<file path="config.mk">
export PLATFORM = sky130hd
export DESIGN_NAME = scan_seq
export DESIGN_NICKNAME = d
export VERILOG_FILES = /design/src/rtl/scan_seq.sv
export SDC_FILE = /design/constraint.sdc
export NUM_CORES = 1
export LEC_CHECK = 0
export ABC_AREA = 1
export BUFFER_PORTS_ARGS = -buffer_cell sky130_fd_sc_hd__buf_2
export CORE_ASPECT_RATIO = 1.4
export CORE_MARGIN = 2
export CORE_UTILIZATION = 25
export DETAILED_ROUTE_END_ITERATION = 6
export REMOVE_ABC_BUFFERS = 1
export SYNTH_ARGS = -nofsm -noshare
export SYNTH_HDL_FRONTEND = slang
export SYNTH_SLANG_ARGS = --single-unit
</file>
<file path="constraint.sdc">
create_clock -name clk -period 1.8 [get_ports clk]
set_input_delay 0.18 -clock clk [delete_from_list [all_inputs] [get_ports clk]]
set_output_delay 0.18 -clock clk [all_outputs]
set_load 0.03 [all_outputs]
</file>
<file path="src/rtl/scan_seq.sv">
module scan_seq #(
  parameter int CHAIN_LEN = 8,
  parameter int PI_W      = 4,
  parameter int PAT_W     = 16
) (
  input  logic                         clk,
  input  logic                         rst_n,
  input  logic                         pat_valid,
  output logic                         pat_ready,
  input  logic [CHAIN_LEN-1:0]         pat_load,
  input  logic [PI_W-1:0]              pat_pi,
  input  logic [CHAIN_LEN-1:0]         pat_exp,
  input  logic [CHAIN_LEN-1:0]         pat_mask,
  input  logic                         pat_last,
  output logic                         scan_en,
  output logic                         scan_ce,
  output logic                         scan_si,
  input  logic                         scan_so,
  output logic [PI_W-1:0]              pi_out,
  output logic                         fail,
  output logic [PAT_W-1:0]             fail_pat,
  output logic [$clog2(CHAIN_LEN)-1:0] fail_bit,
  output logic [PAT_W-1:0]             pat_cnt,
  output logic                         done
);
  localparam int IDX_W = $clog2(CHAIN_LEN);
  localparam logic [IDX_W-1:0] TOP = IDX_W'(CHAIN_LEN - 1);

  typedef enum logic [2:0] {S_WAIT, S_SHIFT, S_CAP, S_FLUSH, S_DONE} st_t;

  st_t                  st;
  logic [IDX_W-1:0]     cnt;
  logic [CHAIN_LEN-1:0] ld, exp_n, msk_n, exp_c, msk_c;
  logic [PI_W-1:0]      pi_q;
  logic                 last_n, primed, cmp_on;
  logic                 shifting, miss;

  assign pat_ready = (st == S_WAIT);
  assign shifting  = (st == S_SHIFT) || (st == S_FLUSH);
  assign scan_en   = (st != S_CAP);
  assign scan_ce   = shifting || (st == S_CAP);
  assign scan_si   = ld[cnt];
  assign pi_out    = pi_q;
  assign done      = (st == S_DONE);
  assign miss      = shifting && cmp_on && !msk_c[cnt] && (scan_so != exp_c[cnt]);

  always_ff @(posedge clk or negedge rst_n) begin
    if (!rst_n) begin
      st      <= S_WAIT;
      cnt     <= '0;
      ld      <= '0;
      pi_q    <= '0;
      exp_n   <= '0;
      msk_n   <= '0;
      exp_c   <= '0;
      msk_c   <= '0;
      last_n  <= 1'b0;
      primed  <= 1'b0;
      cmp_on  <= 1'b0;
      pat_cnt <= '0;
    end else begin
      case (st)
        S_WAIT: if (pat_valid) begin
          ld     <= pat_load;
          pi_q   <= pat_pi;
          exp_n  <= pat_exp;
          msk_n  <= pat_mask;
          last_n <= pat_last;
          exp_c  <= exp_n;
          msk_c  <= msk_n;
          cmp_on <= primed;
          cnt    <= TOP;
          st     <= S_SHIFT;
        end
        S_SHIFT, S_FLUSH: begin
          if (cnt == '0) st <= (st == S_SHIFT) ? S_CAP : S_DONE;
          else           cnt <= cnt - 1'b1;
        end
        S_CAP: begin
          pat_cnt <= pat_cnt + 1'b1;
          primed  <= 1'b1;
          if (last_n) begin
            exp_c  <= exp_n;
            msk_c  <= msk_n;
            ld     <= '0;
            cmp_on <= 1'b1;
            cnt    <= TOP;
            st     <= S_FLUSH;
          end else begin
            st <= S_WAIT;
          end
        end
        default: st <= S_DONE;
      endcase
    end
  end

  always_ff @(posedge clk or negedge rst_n) begin
    if (!rst_n) begin
      fail     <= 1'b0;
      fail_pat <= '0;
      fail_bit <= '0;
    end else if (miss && !fail) begin
      fail     <= 1'b1;
      fail_pat <= pat_cnt - 1'b1;
      fail_bit <= cnt;
    end
  end

  AST_ONE_CAPTURE: assert property (@(posedge clk) disable iff (!rst_n)
    (scan_ce && !scan_en) |=> (scan_en || !scan_ce));
  AST_ACCEPT_SHIFT: assert property (@(posedge clk) disable iff (!rst_n)
    (pat_valid && pat_ready) |=> (scan_en && scan_ce));
  AST_WAIT_HOLD: assert property (@(posedge clk) disable iff (!rst_n)
    pat_ready |-> !scan_ce);
  AST_FAIL_STICKY: assert property (@(posedge clk) disable iff (!rst_n)
    fail |=> (fail && $stable(fail_pat) && $stable(fail_bit)));
  AST_CNT_STEP: assert property (@(posedge clk) disable iff (!rst_n)
    !$stable(pat_cnt) |-> (pat_cnt == $past(pat_cnt) + 1'b1));
  AST_DONE_STICKY: assert property (@(posedge clk) disable iff (!rst_n)
    done |=> (done && !pat_ready));
endmodule

</file>
# [Yosys cells after proc, flatten, opt, wreduce, memory -nomap -nowiden]
# Cells that the tools add are included.
[classes] n_addsub=3 multipliers=0 div_mod_pow=0 n_lt_le_gt_ge=1 n_eq_ne=10 n_shift=0 n_mux=27 bitwise=0 reduce_logical=17
[op_table] cell="2-to-1 mux 8 bit" n=6
[op_table] cell="case mux 8 bit (2 select lines)" n=3
[op_table] cell="2-to-1 mux 3 bit" n=6
[op_table] cell="case mux 3 bit (3 select lines)" n=2
[op_table] cell="adder 16 x 1 -> 16 bit (second input constant)" n=1
[op_table] cell="subtractor 16 x 1 -> 16 bit (second input constant)" n=1
[op_table] cell="binary-select mux 1 bit (select 3 bit)" n=3
[op_table] cell="inequality test 2 bit (second input constant)" n=4
[op_table] cell="== test 3 x 2 -> 1 bit (second input constant)" n=2
[op_table] cell="logical NOT 3 bit" n=2
[op_table] cell="2-to-1 mux 1 bit" n=5
[op_table] cell="logical AND 1 bit" n=4
[op_table] cell="< comparator 3 x 4 -> 1 bit (second input constant)" n=1
[op_table] cell="AND reduction 2 bit" n=2
[op_table] cell="AND reduction 4 bit" n=1
[op_table] cell="== test 3 x 1 -> 1 bit (second input constant)" n=1
[op_table] cell="== test 3 bit (second input constant)" n=1
[op_table] cell="inequality test 3 x 2 -> 1 bit (second input constant)" n=1
[op_table] cell="AND reduction 3 bit" n=1
[op_table] cell="nonzero test 3 bit" n=1
[op_table] cell="subtractor 3 x 1 -> 3 bit (second input constant)" n=1
[op_table] cell="logical NOT 1 bit" n=2
[op_table] cell="logical OR 1 bit" n=2
[op_table] cell="2-to-1 mux 2 bit" n=1
[op_table] cell="4 further kinds" n=4
[word_totals] ff_bits=89 latch_bits=0 mem_bits_rw=0 romBits=0 word_cells=73 mem_count=0

# [Longest topological paths before layout]
# Gate-level depths: netlist of the first run.
[logic_depth] word_depth=6 depth_mapped=11 depth_no_buf=10

# [Worst setup path after synthesis of the first run]
# OpenSTA, ideal clock, no wires.
[synth_path] path_kind="reg-to-reg" from="reg pat_cnt[1]" to="reg pat_cnt[12]" setup_ps=117 arrival_time_ps=1567 setup_slack_ps=117 stages_incl_launch_ff=8 synth_period_minus_slack_ps=1683 cell_sequence="dfrtp_1 -> ha_1 -> inv_1 -> nor3_2 -> nand2_1 -> nor3_4 -> or2_2 -> nand2_1"
[synth_via] elab_chain_cells=1
[synth_lines] element="from (decl)" line="23" text="output logic [PAT_W-1:0] pat_cnt,"
[synth_lines] element="from (signal assigned)" line="80" text="pat_cnt <= pat_cnt + 1'b1;"
[synth_lines] element="adder 16 x 1 -> 16 bit" line="80"
# No other way between the ends.
# A chain may end at the register's enable or synchronous reset.

# [Final worst setup path of the first run]
[layout_path] from="reg cnt[1]" to="out scan_si"
[layout_via] elab_chain_cells=2
[layout_lines] element="from (decl)" line="32" text="logic [IDX_W-1:0] cnt;"
[layout_lines] element="from (signal assigned)" line="77" text="else cnt <= cnt - 1'b1;"
[layout_lines] element="binary-select mux 1 bit (select 3 bit)" line="42" text="assign scan_si = ld[cnt];"
[layout_lines] element="2-to-1 mux 1 bit (not written as such)" line="42"
[layout_lines] element="to (decl)" line="17" text="output logic scan_si,"
# No other way between the ends. The select of a mux whose other input is x is not followed.

==> results of run 1 <==
## kinds of logic after synthesis
| group | after synthesis | synth area share [%] |
|---|---|---|
| compound gates | 47 | 6.20 |
| buf+inv | 75 | 8.43 |
| fa+ha+maj | 4 | 1.16 |
| mux | 21 | 5.48 |
| flops | 89 | 51.6 |
| simple gates | 237 | 24.1 |
| xor+xnor | 15 | 3.04 |
## layout make-up
type	count	share of cell area, %
multi-input cells	324	32.3
clock inverters	7	2.61
repair buffers	99	11.6
flip-flops and latches	89	40.9
clock buffers	9	4.13
well taps	203	4.65
inverters	55	3.83
## power by group through the flow
stage / Clock [uW] / Sequential, uW / Combinational (uW)
floorplan: 0 / 2040 / 6.06
global placement: 0 / 2040 / 105
detailed placement: 0 / 2040 / 106
CTS: 2360 / 2000 / 108
global route: 2420 / 2000 / 120
finish: 2300 / 2000 / 106
## placed cells by master (no fill, tap or decap), types with 4 or more instances in the layout
| cell type | instances |
|---|---|
| o21ai_0 | 26 |
| bufinv_16 | 4 |
| inv_2 | 4 |
| nand3_1 | 28 |
| nor2_2 | 5 |
| mux2_2 | 18 |
| clkbuf_16 | 9 |
| nor2_1 | 34 |
| buf_12 | 4 |
| buf_4 | 14 |
| a32o_1 | 4 |
| inv_1 | 50 |
| ha_1 | 4 |
| xor2_1 | 13 |
| dfrtp_1 | 86 |
| nand2_1 | 135 |
| a21oi_1 | 9 |
| nand4_1 | 20 |
| buf_6 | 4 |
| buf_2 | 74 |
## cell usage after synthesis, types with 4 or more instances
cell type | number | area [um2]
o21ai_0 | 27 | 135
a32o_1 | 4 | 40.0
nand2_1 | 136 | 510
a21oi_1 | 10 | 50.1
mux2_2 | 18 | 203
ha_1 | 4 | 50.1
clkbuf_1 | 4 | 15.0
nor2_1 | 37 | 139
xor2_1 | 13 | 114
nand4_1 | 20 | 125
buf_6 | 9 | 101
inv_2 | 4 | 15.0
nand3_1 | 29 | 145
inv_1 | 51 | 191
dfrtp_1 | 89 | 2230
## timing repair
item / 4_1_cts / 5_1_grt
hold endpoints to repair: 19 / 0
pin swaps: 0 / 1
gates resized for setup: 4 / 19
setup buffers: 1 / 3
setup endpoints to repair: 1 / 32
hold buffers: 1 / 0
## worst max path at each step
stage | endpoint | slack, ps | depth (start not counted)
detailed placement | pat_cnt[12] | 110 | 7
floorplan | fail_bit[0] | -690 | 10
global placement | pat_cnt[14] | 90 | 8
finish | scan_si | 20 | 7
CTS | scan_si | 5 | 7
global route | scan_si | -70 | 7
## per-stage QoR
step	cells	worst slack (ps)
detailed placement	765	113
finish	786	20.7
global placement	765	89.8
global route	786	-68.0
floorplan	468	-689
CTS	783	4.58
## state kept, by name, summed over array words and instances, names as in the netlist
register	flops
cmp_on	1
fail_pat	16
exp_n	8
msk_n	8
msk_c	8
ld	8
pi_out	4
fail	1
fail_bit	3
pat_cnt	16
primed	1
exp_c	8
cnt	3
last_n	1
st	3
## worst max-delay path, stage by stage, from the launching register on
cell	delay [ps]
dfrtp_2	410
inv_2	110
a21oi_1	140
o21ai_0	100
nand2_1	70
nor2_1	40
a31oi_1	190
buf_4	200
## metal layers
metal,GRT usage (%),wire length (um),vias up
met3,2.74,413,20
met1,15.3,4480,1662
met5,0,0,-
met4,4.98,298,0
li1,-,-,1751
met2,22.6,5900,71
==> impl_metrics.ini, run 1 <==
[sta]
maxSlewHeadroom_pct = 73.2
clock.fmax_mhz = 562
slew_violations = 0
whs_ps = 49.6
finalSetupViolations = 0
clock_skew_ps = 6.77
rsz0062_at_grt = true
worst_slew_pin_slew_ps = 400
post-route-min-period_ps = 1780
hold_viol = 0
finalCritPeriodShare_pct = 98.9
tns_ps = 0

[clocking]
cts_num_sinks = 89
root_buffer = clkbuf_16
clk_path_buf_depth = 2
cts_buffers = 9
cts-htree-levels = 3
cts_tree = yes
clkTransAtPathRegs_ps = 70
clkLatencyLatePin_ps = 340

[synth]
yosys_most_used_dff = dfrtp_1
synth_cell_types = 34
synth.avg_cell_area_um2 = 8.85
syn_area_mm2 = 0.00432
synth_edf_count = 0
syn_inst = 488
ys_warn_count = 0
ys_seq_elements = 89
synth.yosys.seq_area_share_pct = 51.6
synthArstFlopShare_pct = 100

[die]
dieArea_mm2 = 0.0184
die_height_um = 160
pin_count = 78
core_area_mm2 = 0.0168
start_util_pct = 25.7
dieWidth_um = 115
placementRows = 56

[power_and_ir_drop]
p_sw_uw = 872
p_comb_share_pct = 2.4
power_frac_seq_pct = 45.4
clock_power_share_pct = 52.3
power_density_mw_per_mm2 = 808
leakagePower_uw = 0.00295
vdd_ir_drop_max_v = 0.000316
p_int_uw = 3540
p_total_uw = 4410
switching_share_pct = 19.8

[setup_path]
worstSetupPathType = reg2out
reg2reg_depth = 6
critPathArrivalTime_ps = 1600
reg2reg_slack_ps = 170
reg2reg_to = last_n
startpoint = cnt[1]
cp_data_required_time_ps = 1620
regToRegStartpoint = st[1]
critPathMaxFanout = 9
critPathLaunchType = register
crit_path_end_kind = primary output

[grt]
grt_pass1_vias = 3646
grt_use_total_pct = 12.9
antenna_found_initial = 0
grt_pass1_wl_um = 18500
grt_overflow = 0
grt_max_degree = 29

[min_path]
min_path_cells = 2
hp-class = in2reg
hold_start = pat_last
min_to = last_n

[run_status]
status = completed

[layout]
multi_input_area_mm2 = 0.00176
finalCoreUtilization_pct = 32.5
diodes = 0
nFillCells = 1810
regArea_mm2 = 0.00223
syn_to_final_growth_pct = 26.4
layout-drive-gt1-share_pct = 27.1
final_nets = 615
fin_area_mm2 = 0.00546

[detailed_routing]
route.vias.total = 3504
drc_errors = 0
firstDrtPassIters = 5
via_per_inst = 4.46
antenna_left = 0
routed_wirelength_um = 11100
wl_per_cell_um = 14.1
drt_iter0_markers = 157

[placement]
io_buffers = 77
placed_area_mm2 = 0.00497
gp_congestion = 0.812
dp_hpwl_um = 8440

[run]
maxCapViolCount = 0
Note: power is estimated with default switching activity, not from simulation.
==> inputs of run 2 (changes only) <==
==> constraint.sdc (replaced) <==
create_clock -name clk -period 2.1 [get_ports clk]
set_input_delay 0.42 -clock clk [delete_from_list [all_inputs] [get_ports clk]]
set_output_delay 0.42 -clock clk [all_outputs]
set_load 0.03 [all_outputs]
==> run 2 against run 1 <==
  * First-iteration DRC count rose by 33%
  * Sequential share of layout area rose by 1.3 points
  * Sequential power fell by 15%
  * Combinational power fell by 17%
  * Final cell count fell by 0.89%
  * Clock skew rose by 5.3 ps
  * Sequential cell count did not move
  * Final area fell by 3.1%
  * Clock power fell by 22%
  * Die area did not move
  * Critical endpoint unchanged
  * Largest cell class unchanged
==> impl_metrics.ini, run 2 (synthesis results as in run 1) <==
[power_and_ir_drop]
leakagePower_uw = 0.00287
power_density_mw_per_mm2 = 681
p_total_uw = 3600
vdd_ir_drop_max_v = 0.000292

[detailed_routing]
drt_iter0_markers = 209
topRoutingLayerUsed = met4
via_per_inst = 4.47
antenna_left = 0
wl_per_cell_um = 14.4
met3_length_um = 394
routed_wirelength_um = 11200
firstDrtPassIters = 4
drc_errors = 0
met1_length_um = 4650
wl_met2_um = 5980
route.vias.total = 3482

[die]
pin_count = 78
die_height_um = 160
dieWidth_um = 115
dieArea_mm2 = 0.0184
start_util_pct = 25.7
placementRows = 56
core_area_mm2 = 0.0168

[grt]
grt_max_degree = 36
grt_overflow = 0
grt_use_total_pct = 12.9
grt_pass1_wl_um = 18400
antenna_found_initial = 0
grt_pass1_vias = 3648

[min_path]
hp-class = in2async

[clocking]
clkTransAtPathRegs_ps = 70
cts_buffers = 9
root_buffer = clkbuf_16
clkLatencyLatePin_ps = 350
cts-htree-levels = 3
cts_tree = yes
cts_hold_buf = 0
cts_num_sinks = 89
clk_path_buf_depth = 2

[sta]
hold_viol = 0
fin_ws_ps = 76.4
slew_violations = 0
finalCritPeriodShare_pct = 96.4
clock.fmax_mhz = 494
maxSlewHeadroom_pct = 66.1
clock_skew_ps = 12.0
worst_slew_pin_slew_ps = 508
rsz0062_at_grt = true
finalSetupViolations = 0
post-route-min-period_ps = 2020
tns_ps = 0

[layout]
reg_top3 = fail_pat (16), pat_cnt (16)
syn_to_final_growth_pct = 22.5
nFillCells = 1808
layout_common_cells = nand2_1 (136), dfrtp_1 (87), buf_2 (75)
layout-drive-gt1-share_pct = 25.2
multi_input_area_mm2 = 0.00173
fin_area_mm2 = 0.00529
final_nets = 608
regArea_mm2 = 0.00223
stdcell_count = 779
final_common_cell = nand2_1
diodes = 0

[setup_path]
cp_num_buf_inv = 2
critPathTopFamily = flip-flops
critPathLaunchType = register
path_cells = buf_6 > a21oi_2 > o21ai_1 > nand2_1 > nor2_1 > a31oi_1 > buf_4
critPathMaxFanout = 6
crit_path_end_kind = primary output
worstSetupPathType = reg2out
critPathArrivalTime_ps = 1600
cp_slowest_cell = dfrtp_2
cp_data_required_time_ps = 1680
slowest_delay_ps = 440

[placement]
io_buffers = 77
dp_cells = 758
placed_area_mm2 = 0.00490
pre_cts_slack_ps = 199
gp_congestion = 0.825
dp_hpwl_um = 8400

[run_status]
status = completed

[run]
maxCapViolCount = 0
run 2: repair_timing:
| action | in CTS | in global routing |
|---|---|---|
| hold endpoints to repair | 0 | 0 |
| pin swaps | 0 | 2 |
| setup buffers | 4 | 1 |
| resized for setup | 3 | 5 |
| endpoints found under the setup margin | 1 | 1 |
run 2: through the flow:
step / util [%] / hold slack (ps)
after floorplan: - / 124
after global placement: 29.2 / 421
after detailed placement: 29.2 / 423
after CTS: 31.3 / 47.8
after global routing: 31.4 / 73.4
final: 31.4 / 37.3
run 2: final cells by class:
cell class / count / area share, %
clock buffers: 9 / 4.26
clock inverters: 7 / 2.04
inverters: 55 / 3.95
multi-input cells: 324 / 32.7
flip-flops and latches: 89 / 42.2
well taps: 203 / 4.80
repair buffers: 92 / 10.1
run 2: path summary, 6_finish.rpt:
path | startpoint | slack [ps] | depth (start not counted) | endpoint
max in group asynchronous | rst_n | 1500 | 2 | cnt[1]
worst max-delay path | cnt[0] | 80 | 7 | scan_si
worst min-delay path | rst_n | 40 | 1 | pi_out[1]
worst max register to register | pat_cnt[1] | 310 | 7 | pat_cnt[12]
worst min register to register | primed | 470 | 1 | primed
min in group clk | pat_mask[4] | 290 | 2 | msk_n[4]
run 2: layer usage:
layer,up-vias,GRT usage (%)
met4,0,4.65
met5,-,0
li1,1734,-
met2,65,23.5
met3,14,2.02
met1,1669,14.9
run 2: power by group:
part	switching (uW)	internal, uW	leakage [uW]	total, uW
Sequential	0	1710	0.00122	1710
Clock	729	1070	0.000160	1800
Combinational	57.3	31.0	0.00149	88.3
Total	786	2810	0.00287	3600
run 2: worst reg2reg max path: cells and delay by family (launching register included):
kind                     cells  cell delay, ps
buffers and inverters        1              60
flip-flops                   1             480
adder cells (fa/ha/maj)      1             250
AND/OR/NAND/NOR              5             910
==> inputs of run 3 (changes only) <==
--- a/config.mk
+++ b/config.mk
@@ -11,6 +11,7 @@
 export CORE_MARGIN = 2
 export CORE_UTILIZATION = 25
 export DETAILED_ROUTE_END_ITERATION = 6
+export MAX_ROUTING_LAYER = met4
 export REMOVE_ABC_BUFFERS = 1
 export SYNTH_ARGS = -nofsm -noshare
 export SYNTH_HDL_FRONTEND = slang
==> run 3 against run 2 <==
  * Die area did not move
  * Sequential cell count did not move
  * Via count barely moved
  * Clock power barely moved
  * Setup slack got worse by 3.9 ps
  * Final cell count did not move
  * Clock-buffer cell count did not move
  * Combinational power rose by 0.5%
  * Register-to-register slack barely moved
  * Sequential power barely moved
  * Non-clock buffer count did not move
  * Global-route usage rose by 0.42 points
==> impl_metrics.ini, run 3 (synthesis results as in run 1) <==
[detailed_routing]
antenna_left = 0
wl_per_cell_um = 14.4
via_per_inst = 4.47
met3_length_um = 364
drt_iter0_markers = 192
route.vias.total = 3483
topRoutingLayerUsed = met4
met1_length_um = 4690
firstDrtPassIters = 4
routed_wirelength_um = 11200
wl_met2_um = 6010
drc_errors = 0

[clocking]
cts_buffers = 9
cts_num_sinks = 89
clkTransAtPathRegs_ps = 70
cts_hold_buf = 0
cts_tree = yes
root_buffer = clkbuf_16
clk_path_buf_depth = 2
clkLatencyLatePin_ps = 340
cts-htree-levels = 3

[layout]
diodes = 0
layout-drive-gt1-share_pct = 25.2
nFillCells = 1808
final_common_cell = nand2_1
syn_to_final_growth_pct = 22.5
multi_input_area_mm2 = 0.00173
fin_area_mm2 = 0.00529
final_nets = 608
reg_top3 = fail_pat (16), pat_cnt (16)
regArea_mm2 = 0.00223
layout_common_cells = nand2_1 (136), dfrtp_1 (87), buf_2 (75)

[sta]
clock.fmax_mhz = 493
rsz0062_at_grt = true
fin_ws_ps = 72.5
clock_skew_ps = 9.99
slew_violations = 0
worst_slew_pin_slew_ps = 509
finalSetupViolations = 0
hold_viol = 0
post-route-min-period_ps = 2030
maxSlewHeadroom_pct = 66.1
whs_ps = 40.0
finalCritPeriodShare_pct = 96.5

[power_and_ir_drop]
power_density_mw_per_mm2 = 680
vdd_ir_drop_max_v = 0.000284
leakagePower_uw = 0.00287
p_total_uw = 3590

[setup_path]
cp_slowest_cell = dfrtp_2
critPathTopFamily = flip-flops
cp_data_required_time_ps = 1680
worstSetupPathType = reg2out
path_cells = buf_6 > a21oi_2 > o21ai_1 > nand2_1 > nor2_1 > a31oi_1 > buf_4
cp_num_buf_inv = 2
crit_path_end_kind = primary output
critPathArrivalTime_ps = 1610
slowest_delay_ps = 440
critPathLaunchType = register
critPathMaxFanout = 6

[run_status]
status = completed

[die]
dieArea_mm2 = 0.0184
dieWidth_um = 115
die_height_um = 160
start_util_pct = 25.7
core_area_mm2 = 0.0168
placementRows = 56
pin_count = 78

[placement]
io_buffers = 77
pre_cts_slack_ps = 199
gp_congestion = 0.842
dp_hpwl_um = 8400
placed_area_mm2 = 0.00490

[grt]
grt_pass1_wl_um = 18400
grt_pass1_vias = 3631
antenna_found_initial = 0
grt_max_degree = 36
grt_use_total_pct = 13.3
grt_overflow = 0

[min_path]
hp-class = in2async

[run]
maxCapViolCount = 0
[run 3: cell counts in the layout (fill, tap and decap cells not counted)]
Identical to the previous run, type by type.
[run 3: worst reg2reg max path: stages (launching register included)]
cell	delay, ps
dfrtp_1	480
ha_1	240
inv_1	60
nor3_2	290
nand2_1	190
nor3_4	230
or2_2	150
nand2_1	40
[run 3: final timing paths]
path                                  start     endpoint  slack, ps  cells past startpoint
worst min-delay path                  rst_n    pi_out[1]         40                      1
worst max-delay path                 cnt[0]      scan_si         70                      7
max in group asynchronous             rst_n       cnt[1]       1500                      2
min in group clk                pat_mask[4]     msk_n[4]        290                      2
worst max register to register   pat_cnt[1]  pat_cnt[12]        320                      7
worst min register to register       primed       primed        460                      1
[run 3: what timing repair did]
action | in CTS | in global routing
setup endpoints to repair | 1 | 1
endpoints found under the hold margin | 0 | 0
buffers inserted | 4 | 1
pin swaps | 0 | 2
gates resized for setup | 3 | 5
[run 3: where the power goes]
part	internal (uW)	switching, uW	total (uW)
clock network	1070	724	1790
registers	1710	0	1710
logic	31.0	57.7	88.7
[run 3: metrics by stage]
stage,setup TNS [ps],utilization (%),instances
after global routing,-31.8,31.4,779
after CTS,0,31.3,778
final,0,31.4,779
after detailed placement,0,29.2,758
after floorplan,-7680,-,468
after global placement,0,29.2,758
[run 3: layout make-up]
| cell class | count | area share (%) |
|---|---|---|
| clock buffers | 9 | 4.26 |
| repair buffers | 92 | 10.1 |
| flip-flops and latches | 89 | 42.2 |
| inverters | 55 | 3.95 |
| multi-input cells | 324 | 32.7 |
| clock inverters | 7 | 2.04 |
| well taps | 203 | 4.80 |
[run 3: metal layers]
metal | global-route usage (%) | vias to the layer above
met2 | 23.5 | 66
met5 | - | -
met4 | 4.33 | 0
met1 | 15.1 | 1672
met3 | 2.28 | 12
li1 | - | 1733
